===== src/rtl/srx_pkg.sv =====
package srx_pkg;
  typedef enum logic [2:0] {
    AS_IDLE, AS_START, AS_DATA, AS_EXTRA, AS_STOP
  } async_st_e;

  localparam logic [1:0] MODE_NORM = 2'd0;
  localparam logic [1:0] MODE_MP   = 2'd1;

  function automatic logic mode_is_sync(input logic [1:0] m);
    return m[1];
  endfunction
endpackage


===== src/rtl/srx_async_core.sv =====
module srx_async_core
  import srx_pkg::*;
#(
  parameter int DATA_W  = 8,
  parameter int OS_RATE = 16
) (
  input  logic              clk_i,
  input  logic              rst_ni,
  input  logic              en_i,
  input  logic              tick_i,
  input  logic              rxd_i,
  input  logic              xbit_en_i,
  output logic              done_o,
  output logic [DATA_W-1:0] data_o,
  output logic              xbit_o,
  output logic              stop_bad_o
);
  localparam int CNT_W  = $clog2(OS_RATE);
  localparam int BCNT_W = (DATA_W > 1) ? $clog2(DATA_W) : 1;
  localparam logic [CNT_W-1:0]  HALF = CNT_W'(OS_RATE / 2 - 1);
  localparam logic [CNT_W-1:0]  LAST = CNT_W'(OS_RATE - 1);
  localparam logic [BCNT_W-1:0] BLAST = BCNT_W'(DATA_W - 1);

  async_st_e         st_q;
  logic [CNT_W-1:0]  cnt_q;
  logic [BCNT_W-1:0] bcnt_q;

  always_ff @(posedge clk_i or negedge rst_ni) begin
    if (!rst_ni) begin
      st_q       <= AS_IDLE;
      cnt_q      <= '0;
      bcnt_q     <= '0;
      data_o     <= '0;
      xbit_o     <= 1'b0;
      stop_bad_o <= 1'b0;
      done_o     <= 1'b0;
    end else begin
      done_o <= 1'b0;
      if (!en_i) begin
        st_q <= AS_IDLE;
      end else if (tick_i) begin
        unique case (st_q)
          AS_IDLE: if (!rxd_i) begin
            st_q  <= AS_START;
            cnt_q <= '0;
          end
          AS_START: begin
            if (cnt_q == HALF) begin
              cnt_q  <= '0;
              bcnt_q <= '0;
              st_q   <= rxd_i ? AS_IDLE : AS_DATA; // reject glitch
            end else cnt_q <= cnt_q + 1'b1;
          end
          AS_DATA: begin
            if (cnt_q == LAST) begin
              cnt_q  <= '0;
              data_o <= {rxd_i, data_o[DATA_W-1:1]};
              bcnt_q <= bcnt_q + 1'b1;
              if (bcnt_q == BLAST) st_q <= xbit_en_i ? AS_EXTRA : AS_STOP;
            end else cnt_q <= cnt_q + 1'b1;
          end
          AS_EXTRA: begin
            if (cnt_q == LAST) begin
              cnt_q  <= '0;
              xbit_o <= rxd_i;
              st_q   <= AS_STOP;
            end else cnt_q <= cnt_q + 1'b1;
          end
          AS_STOP: begin
            if (cnt_q == LAST) begin
              cnt_q      <= '0;
              stop_bad_o <= ~rxd_i;
              done_o     <= 1'b1;
              st_q       <= AS_IDLE;
            end else cnt_q <= cnt_q + 1'b1;
          end
          default: st_q <= AS_IDLE;
        endcase
      end
    end
  end

  assert_done_pulse_R1: assert property (@(posedge clk_i) disable iff (!rst_ni)
    done_o |=> !done_o);
  assert_done_from_idle_R1: assert property (@(posedge clk_i) disable iff (!rst_ni)
    done_o |-> st_q == AS_IDLE);
endmodule


===== src/rtl/srx_sync_core.sv =====
module srx_sync_core #(
  parameter int DATA_W = 8
) (
  input  logic              clk_i,
  input  logic              rst_ni,
  input  logic              en_i,
  input  logic              sclk_i,
  input  logic              rxd_i,
  output logic              done_o,
  output logic [DATA_W-1:0] data_o
);
  localparam int BCNT_W = (DATA_W > 1) ? $clog2(DATA_W) : 1;
  localparam logic [BCNT_W-1:0] BLAST = BCNT_W'(DATA_W - 1);

  logic              sclk_q;
  logic [BCNT_W-1:0] bcnt_q;
  logic              rise;

  assign rise = sclk_i & ~sclk_q;

  always_ff @(posedge clk_i or negedge rst_ni) begin
    if (!rst_ni) begin
      sclk_q <= 1'b0;
      bcnt_q <= '0;
      data_o <= '0;
      done_o <= 1'b0;
    end else begin
      sclk_q <= sclk_i;
      done_o <= 1'b0;
      if (!en_i) begin
        bcnt_q <= '0;
      end else if (rise) begin
        data_o <= {rxd_i, data_o[DATA_W-1:1]};
        if (bcnt_q == BLAST) begin
          bcnt_q <= '0;
          done_o <= 1'b1;
        end else bcnt_q <= bcnt_q + 1'b1;
      end
    end
  end

  assert_sync_done_edge_R2: assert property (@(posedge clk_i) disable iff (!rst_ni)
    done_o |-> sclk_q);
  assert_sync_done_pulse_R2: assert property (@(posedge clk_i) disable iff (!rst_ni)
    done_o |=> !done_o);
endmodule


===== src/rtl/srx_status.sv =====
module srx_status
  import srx_pkg::*;
#(
  parameter int DATA_W = 8
) (
  input  logic              clk_i,
  input  logic              rst_ni,
  input  logic [1:0]        mode_i,
  input  logic              par_en_i,
  input  logic              par_odd_i,
  input  logic              a_done_i,
  input  logic [DATA_W-1:0] a_data_i,
  input  logic              a_xbit_i,
  input  logic              a_stop_bad_i,
  input  logic              s_done_i,
  input  logic [DATA_W-1:0] s_data_i,
  input  logic              rd_i,
  input  logic              clr_i,
  output logic [DATA_W-1:0] data_o,
  output logic              rdy_o,
  output logic              pe_o,
  output logic              ore_o,
  output logic              fre_o,
  output logic              mpb_o
);
  logic is_sync, is_mp, is_norm;
  logic done, pe_hit, fre_hit, ore_hit;

  assign is_sync = mode_is_sync(mode_i);
  assign is_mp   = (mode_i == MODE_MP);
  assign is_norm = (mode_i == MODE_NORM);
  assign done    = is_sync ? s_done_i : a_done_i;
  assign pe_hit  = is_norm & par_en_i & ((^a_data_i ^ a_xbit_i) != par_odd_i);
  assign fre_hit = ~is_sync & a_stop_bad_i;
  assign ore_hit = rdy_o & ~rd_i;

  always_ff @(posedge clk_i or negedge rst_ni) begin
    if (!rst_ni) begin
      data_o <= '0;
      rdy_o  <= 1'b0;
      pe_o   <= 1'b0;
      ore_o  <= 1'b0;
      fre_o  <= 1'b0;
      mpb_o  <= 1'b0;
    end else if (done) begin
      data_o <= is_sync ? s_data_i : a_data_i;
      rdy_o  <= 1'b1;
      pe_o   <= pe_hit  | (pe_o  & ~clr_i);
      fre_o  <= fre_hit | (fre_o & ~clr_i);
      ore_o  <= ore_hit | (ore_o & ~clr_i);
      if (is_mp) mpb_o <= a_xbit_i;
    end else begin
      if (rd_i) rdy_o <= 1'b0;
      if (clr_i) begin
        pe_o  <= 1'b0;
        ore_o <= 1'b0;
        fre_o <= 1'b0;
      end
    end
  end

  assert_rd_clears_R3: assert property (@(posedge clk_i) disable iff (!rst_ni)
    rd_i && !done |=> !rdy_o);
  assert_overrun_R4: assert property (@(posedge clk_i) disable iff (!rst_ni)
    done && rdy_o && !rd_i |=> ore_o && rdy_o);
  assert_stop_bad_R5: assert property (@(posedge clk_i) disable iff (!rst_ni)
    a_done_i && !is_sync && a_stop_bad_i |=> fre_o && rdy_o);
  assert_mp_no_pe_R7: assert property (@(posedge clk_i) disable iff (!rst_ni)
    done && is_mp && !pe_o |=> !pe_o);
  assert_sync_no_err_R8: assert property (@(posedge clk_i) disable iff (!rst_ni)
    done && is_sync && !pe_o && !fre_o |=> !pe_o && !fre_o);
  assert_clr_err_R9: assert property (@(posedge clk_i) disable iff (!rst_ni)
    clr_i && !done |=> !pe_o && !ore_o && !fre_o);
endmodule


===== src/rtl/serial_rx_unit.sv =====
module serial_rx_unit
  import srx_pkg::*;
#(
  parameter int DATA_W  = 8,
  parameter int OS_RATE = 16
) (
  input  logic              clk_i,
  input  logic              rst_ni,
  input  logic [1:0]        mode_i,
  input  logic              par_en_i,
  input  logic              par_odd_i,
  input  logic              os_tick_i,
  input  logic              sclk_i,
  input  logic              rxd_i,
  input  logic              rd_data_i,
  input  logic              clr_err_i,
  input  logic              irq_en_i,
  output logic [DATA_W-1:0] rx_data_o,
  output logic              rdy_o,
  output logic              pe_o,
  output logic              ore_o,
  output logic              fre_o,
  output logic              mp_bit_o,
  output logic              data_ok_o,
  output logic              irq_o
);
  logic              is_sync, xbit_en;
  logic              a_done, a_xbit, a_stop_bad, s_done;
  logic [DATA_W-1:0] a_data, s_data;
  logic              any_err;

  assign is_sync = mode_is_sync(mode_i);
  assign xbit_en = (mode_i == MODE_MP) | ((mode_i == MODE_NORM) & par_en_i);

  srx_async_core #(.DATA_W(DATA_W), .OS_RATE(OS_RATE)) u_async (
    .clk_i, .rst_ni, .en_i(~is_sync), .tick_i(os_tick_i), .rxd_i,
    .xbit_en_i(xbit_en), .done_o(a_done), .data_o(a_data),
    .xbit_o(a_xbit), .stop_bad_o(a_stop_bad)
  );

  srx_sync_core #(.DATA_W(DATA_W)) u_sync (
    .clk_i, .rst_ni, .en_i(is_sync), .sclk_i, .rxd_i,
    .done_o(s_done), .data_o(s_data)
  );

  srx_status #(.DATA_W(DATA_W)) u_status (
    .clk_i, .rst_ni, .mode_i, .par_en_i, .par_odd_i,
    .a_done_i(a_done), .a_data_i(a_data), .a_xbit_i(a_xbit),
    .a_stop_bad_i(a_stop_bad), .s_done_i(s_done), .s_data_i(s_data),
    .rd_i(rd_data_i), .clr_i(clr_err_i),
    .data_o(rx_data_o), .rdy_o, .pe_o, .ore_o, .fre_o, .mpb_o(mp_bit_o)
  );

  assign any_err   = pe_o | ore_o | fre_o;
  assign data_ok_o = rdy_o & ~any_err;
  assign irq_o     = irq_en_i & (rdy_o | any_err);

  assert_irq_needs_cause_R10: assert property (@(posedge clk_i) disable iff (!rst_ni)
    irq_o |-> irq_en_i && (u_status.rdy_o || u_status.pe_o || u_status.ore_o || u_status.fre_o));
endmodule


===== config.mk =====
export PLATFORM = sky130hd
export DESIGN_NAME = serial_rx_unit
export DESIGN_NICKNAME = d
export VERILOG_FILES = /design/src/rtl/srx_pkg.sv /design/src/rtl/srx_async_core.sv /design/src/rtl/srx_sync_core.sv /design/src/rtl/srx_status.sv /design/src/rtl/serial_rx_unit.sv
export SDC_FILE = /design/constraint.sdc
export NUM_CORES = 1
export LEC_CHECK = 0
export ABC_AREA = 1
export BUFFER_PORTS_ARGS = -buffer_cell sky130_fd_sc_hd__buf_4
export CAP_MARGIN = 10
export CELL_PAD_IN_SITES_DETAIL_PLACEMENT = 0
export CELL_PAD_IN_SITES_GLOBAL_PLACEMENT = 2
export CORE_MARGIN = 5
export CORE_UTILIZATION = 25
export DETAILED_ROUTE_END_ITERATION = 6
export PLACE_DENSITY_LB_ADDON = 0.1
export SYNTH_ARGS = -nofsm -noshare
export SYNTH_HDL_FRONTEND = slang
export SYNTH_SLANG_ARGS = --single-unit

===== constraint.sdc =====
create_clock -name clk_i -period 1.5 [get_ports clk_i]
set_input_delay 0.225 -clock clk_i [delete_from_list [all_inputs] [get_ports clk_i]]
set_output_delay 0.225 -clock clk_i [all_outputs]
set_load 0.005 [all_outputs]

==> out/metrics.yaml <==
status: "finished clean"
vias: 1913
std_cell_rows: 35
initial_core_util_pct: 25.7
drv_slew: 0
skew_ns: 0.00654
clockBufferDepth: 2
place.gp.congestion: 0.711
ys_ff_latch: 47
wl_per_cell_um: 13.1
finalSetupTns_ns: 0
cts_tree: "yes"
core_area_um2: 9280
grt_pass1_wl_um: 9970
leakage_nw: 1.53
min_path_type: "in2reg"
hold_viol_final: 0
drive_gt1_share_pct: 30.6
fin_ws_ns: 0.0449
area_delta_synth_final_pct: 27.9
drc_errors: 0
period_needed_ns: 1.46
die_area_um2: 11600
arrival_ns: 1.23
antenna_found_initial: 0
first_pass_iters: 4
postRouteAntennaNets: 0
io_pins: 27
clk_pin_slew_ns: 0.10
clkSinkCount: 47
critPathCaptureType: "primary output"
die_y_um: 108
routed_wl_um: 5830
insertion_delay_ns: 0.30
grt_max_degree: 20
placement.setup.worst_slack_ns: 0.0871
grt_overflow: 0
first_iter_violations: 66
syn_area_um2: 2380
htree_levels: 2
yosysWarnings: 0
io_buffers: 26
critPathKind: "reg2out"
relSlewSlack_pct: 77.3
die_w_um: 108
ys_types: 35
nFillCells: 975
peakVddDrop_uv: 369
finalNetCount: 333
rsz0062_at_grt: "true"
p_per_area_nw_per_um2: 955
required_ns: 1.27
max_cap_violations: 0
root_buffer: "clkbuf_8"
synth_nets: 285
critPathLaunchType: "flop"
ys_seq_area_share_pct: 49.3
syn_avg_cell_area_um2: 8.89
path_max_fanout: 4
avgViaCountPerCell: 4.29
diodes: 0
final_common_cell: "nand2_1"
setup_violations: 0
grt_util_all_layers_pct: 11.0
clock.fmax_mhz: 687
grt_pass1_vias: 1982
tightest_slew_ns: 0.340
post-route-period-util_pct: 97.0
dp_hpwl_um: 4380
cts_buffers: 5
syn_inst: 268
final_cell_mix: "69 x nand2_1, 47 x dfrtp_1, 43 x buf_4, 27 x inv_1"
synthesized netlist by cell type (all sizes together):
cell | number | share of area [%]
a31oi | 9 | 2.4
a32o | 1 | 0.42
inv | 31 | 5.1
clkbuf | 1 | 0.16
clkinv | 1 | 0.21
nand3 | 18 | 4.2
o31ai | 3 | 0.94
buf | 5 | 1.7
dfrtp | 47 | 49
a22oi | 1 | 0.32
nor3 | 3 | 0.63
xnor2 | 2 | 0.74
nand2 | 77 | 13
o41ai | 1 | 0.37
a21oi | 6 | 2.0
ha | 5 | 2.6
xor2 | 3 | 1.1
nor2 | 21 | 3.9
nand4 | 2 | 0.52
mux2 | 7 | 3.3
o21ai | 23 | 6.2
nor4 | 1 | 0.26
layout make-up:
class	instances	area, µm²	area share, %
clock buffers	6	72.6	2.38
clock inverters	2	60.1	1.97
inverters	32	126	4.15
multi-input cells	183	1070	35.0
flip-flops and latches	47	1180	38.6
well taps	129	161	5.30
repair buffers	47	384	12.6
power by group:
part / internal (mW) / switching (mW)
logic: 0.161 / 0.186
registers: 1.37 / 0.0756
clock network: 0.667 / 0.454
kinds of logic (layout without fill, tap and decap cells):
group                    Yosys count  in the layout  synth area share (%)
AND/OR/NAND/NOR                  122            122                  23.0
flip-flops                        47             47                  49.3
AO/OA/AOI/OAI                     44             44                  12.7
buffers and inverters             38             87                  7.14
multiplexers                       7              7                  3.31
adder cells (fa/ha/maj)            5              5                  2.62
XOR/XNOR                           5              5                  1.84
through the flow:
step | instance area [µm²] | hold WS, ns | utilization (%) | cells | power, mW
floorplan | 2380 | -0.0706 | - | 268 | 1.67
global placement | 2830 | 0.139 | 30.5 | 432 | 1.82
detailed placement | 2830 | 0.140 | 30.5 | 432 | 1.81
CTS | 2980 | 0.0444 | 32.1 | 441 | 2.96
global route | 3050 | 0.0356 | 32.8 | 446 | 3.06
finish | 3050 | 0.0546 | 32.8 | 446 | 2.91
critical path, stage by stage, from the launching register on:
cell and delay [ns]:
dfrtp_1 0.43, o41ai_2 0.31, inv_1 0.08, buf_6 0.12
per-layer routing:
metal	wire [µm]	global-route usage, %
met3	244	2.52
met2	2640	17.2
met4	81	3.07
met5	0	0
met1	2860	15.1
registers in the layout, summed over array words and instances, names as in the netlist, 3 cells and up:
register / cells
u_sync.data_o: 8
u_status.data_o: 8
u_async.st_q: 3
u_async.bcnt_q: 3
u_sync.bcnt_q: 3
u_async.data_o: 8
u_async.cnt_q: 4
path summary, 6_finish.rpt:
path / from / to / slack (ns) / cells past startpoint
setup / recovery: u_status.pe_o$_DFFE_PN0P_ / irq_o / 0.04 / 3
hold / removal: sclk_i / u_sync.sclk_q$_DFF_PN0_ / 0.05 / 1
setup reg to reg: u_async.cnt_q[0]$_DFFE_PN0P_ / u_async.bcnt_q[0]$_DFFE_PN0P_ / 0.09 / 10
hold reg to reg: u_async.bcnt_q[0]$_DFFE_PN0P_ / u_async.bcnt_q[0]$_DFFE_PN0P_ / 0.49 / 1
max in group asynchronous: rst_ni / u_status.data_o[7]$_DFFE_PN0P_ / 0.69 / 3
min in group asynchronous: rst_ni / u_status.data_o[2]$_DFFE_PN0P_ / 0.35 / 2
repair_timing:
item                                   in CTS  in global routing
endpoints found under the hold margin      16                  0
setup buffers                               0                  5
gates resized for setup                     1                  7
hold buffers                                1                  0
pin swaps                                   0                  3
setup endpoints to repair                   1                 10
No activity file was read; power rests on OpenSTA's default activity.
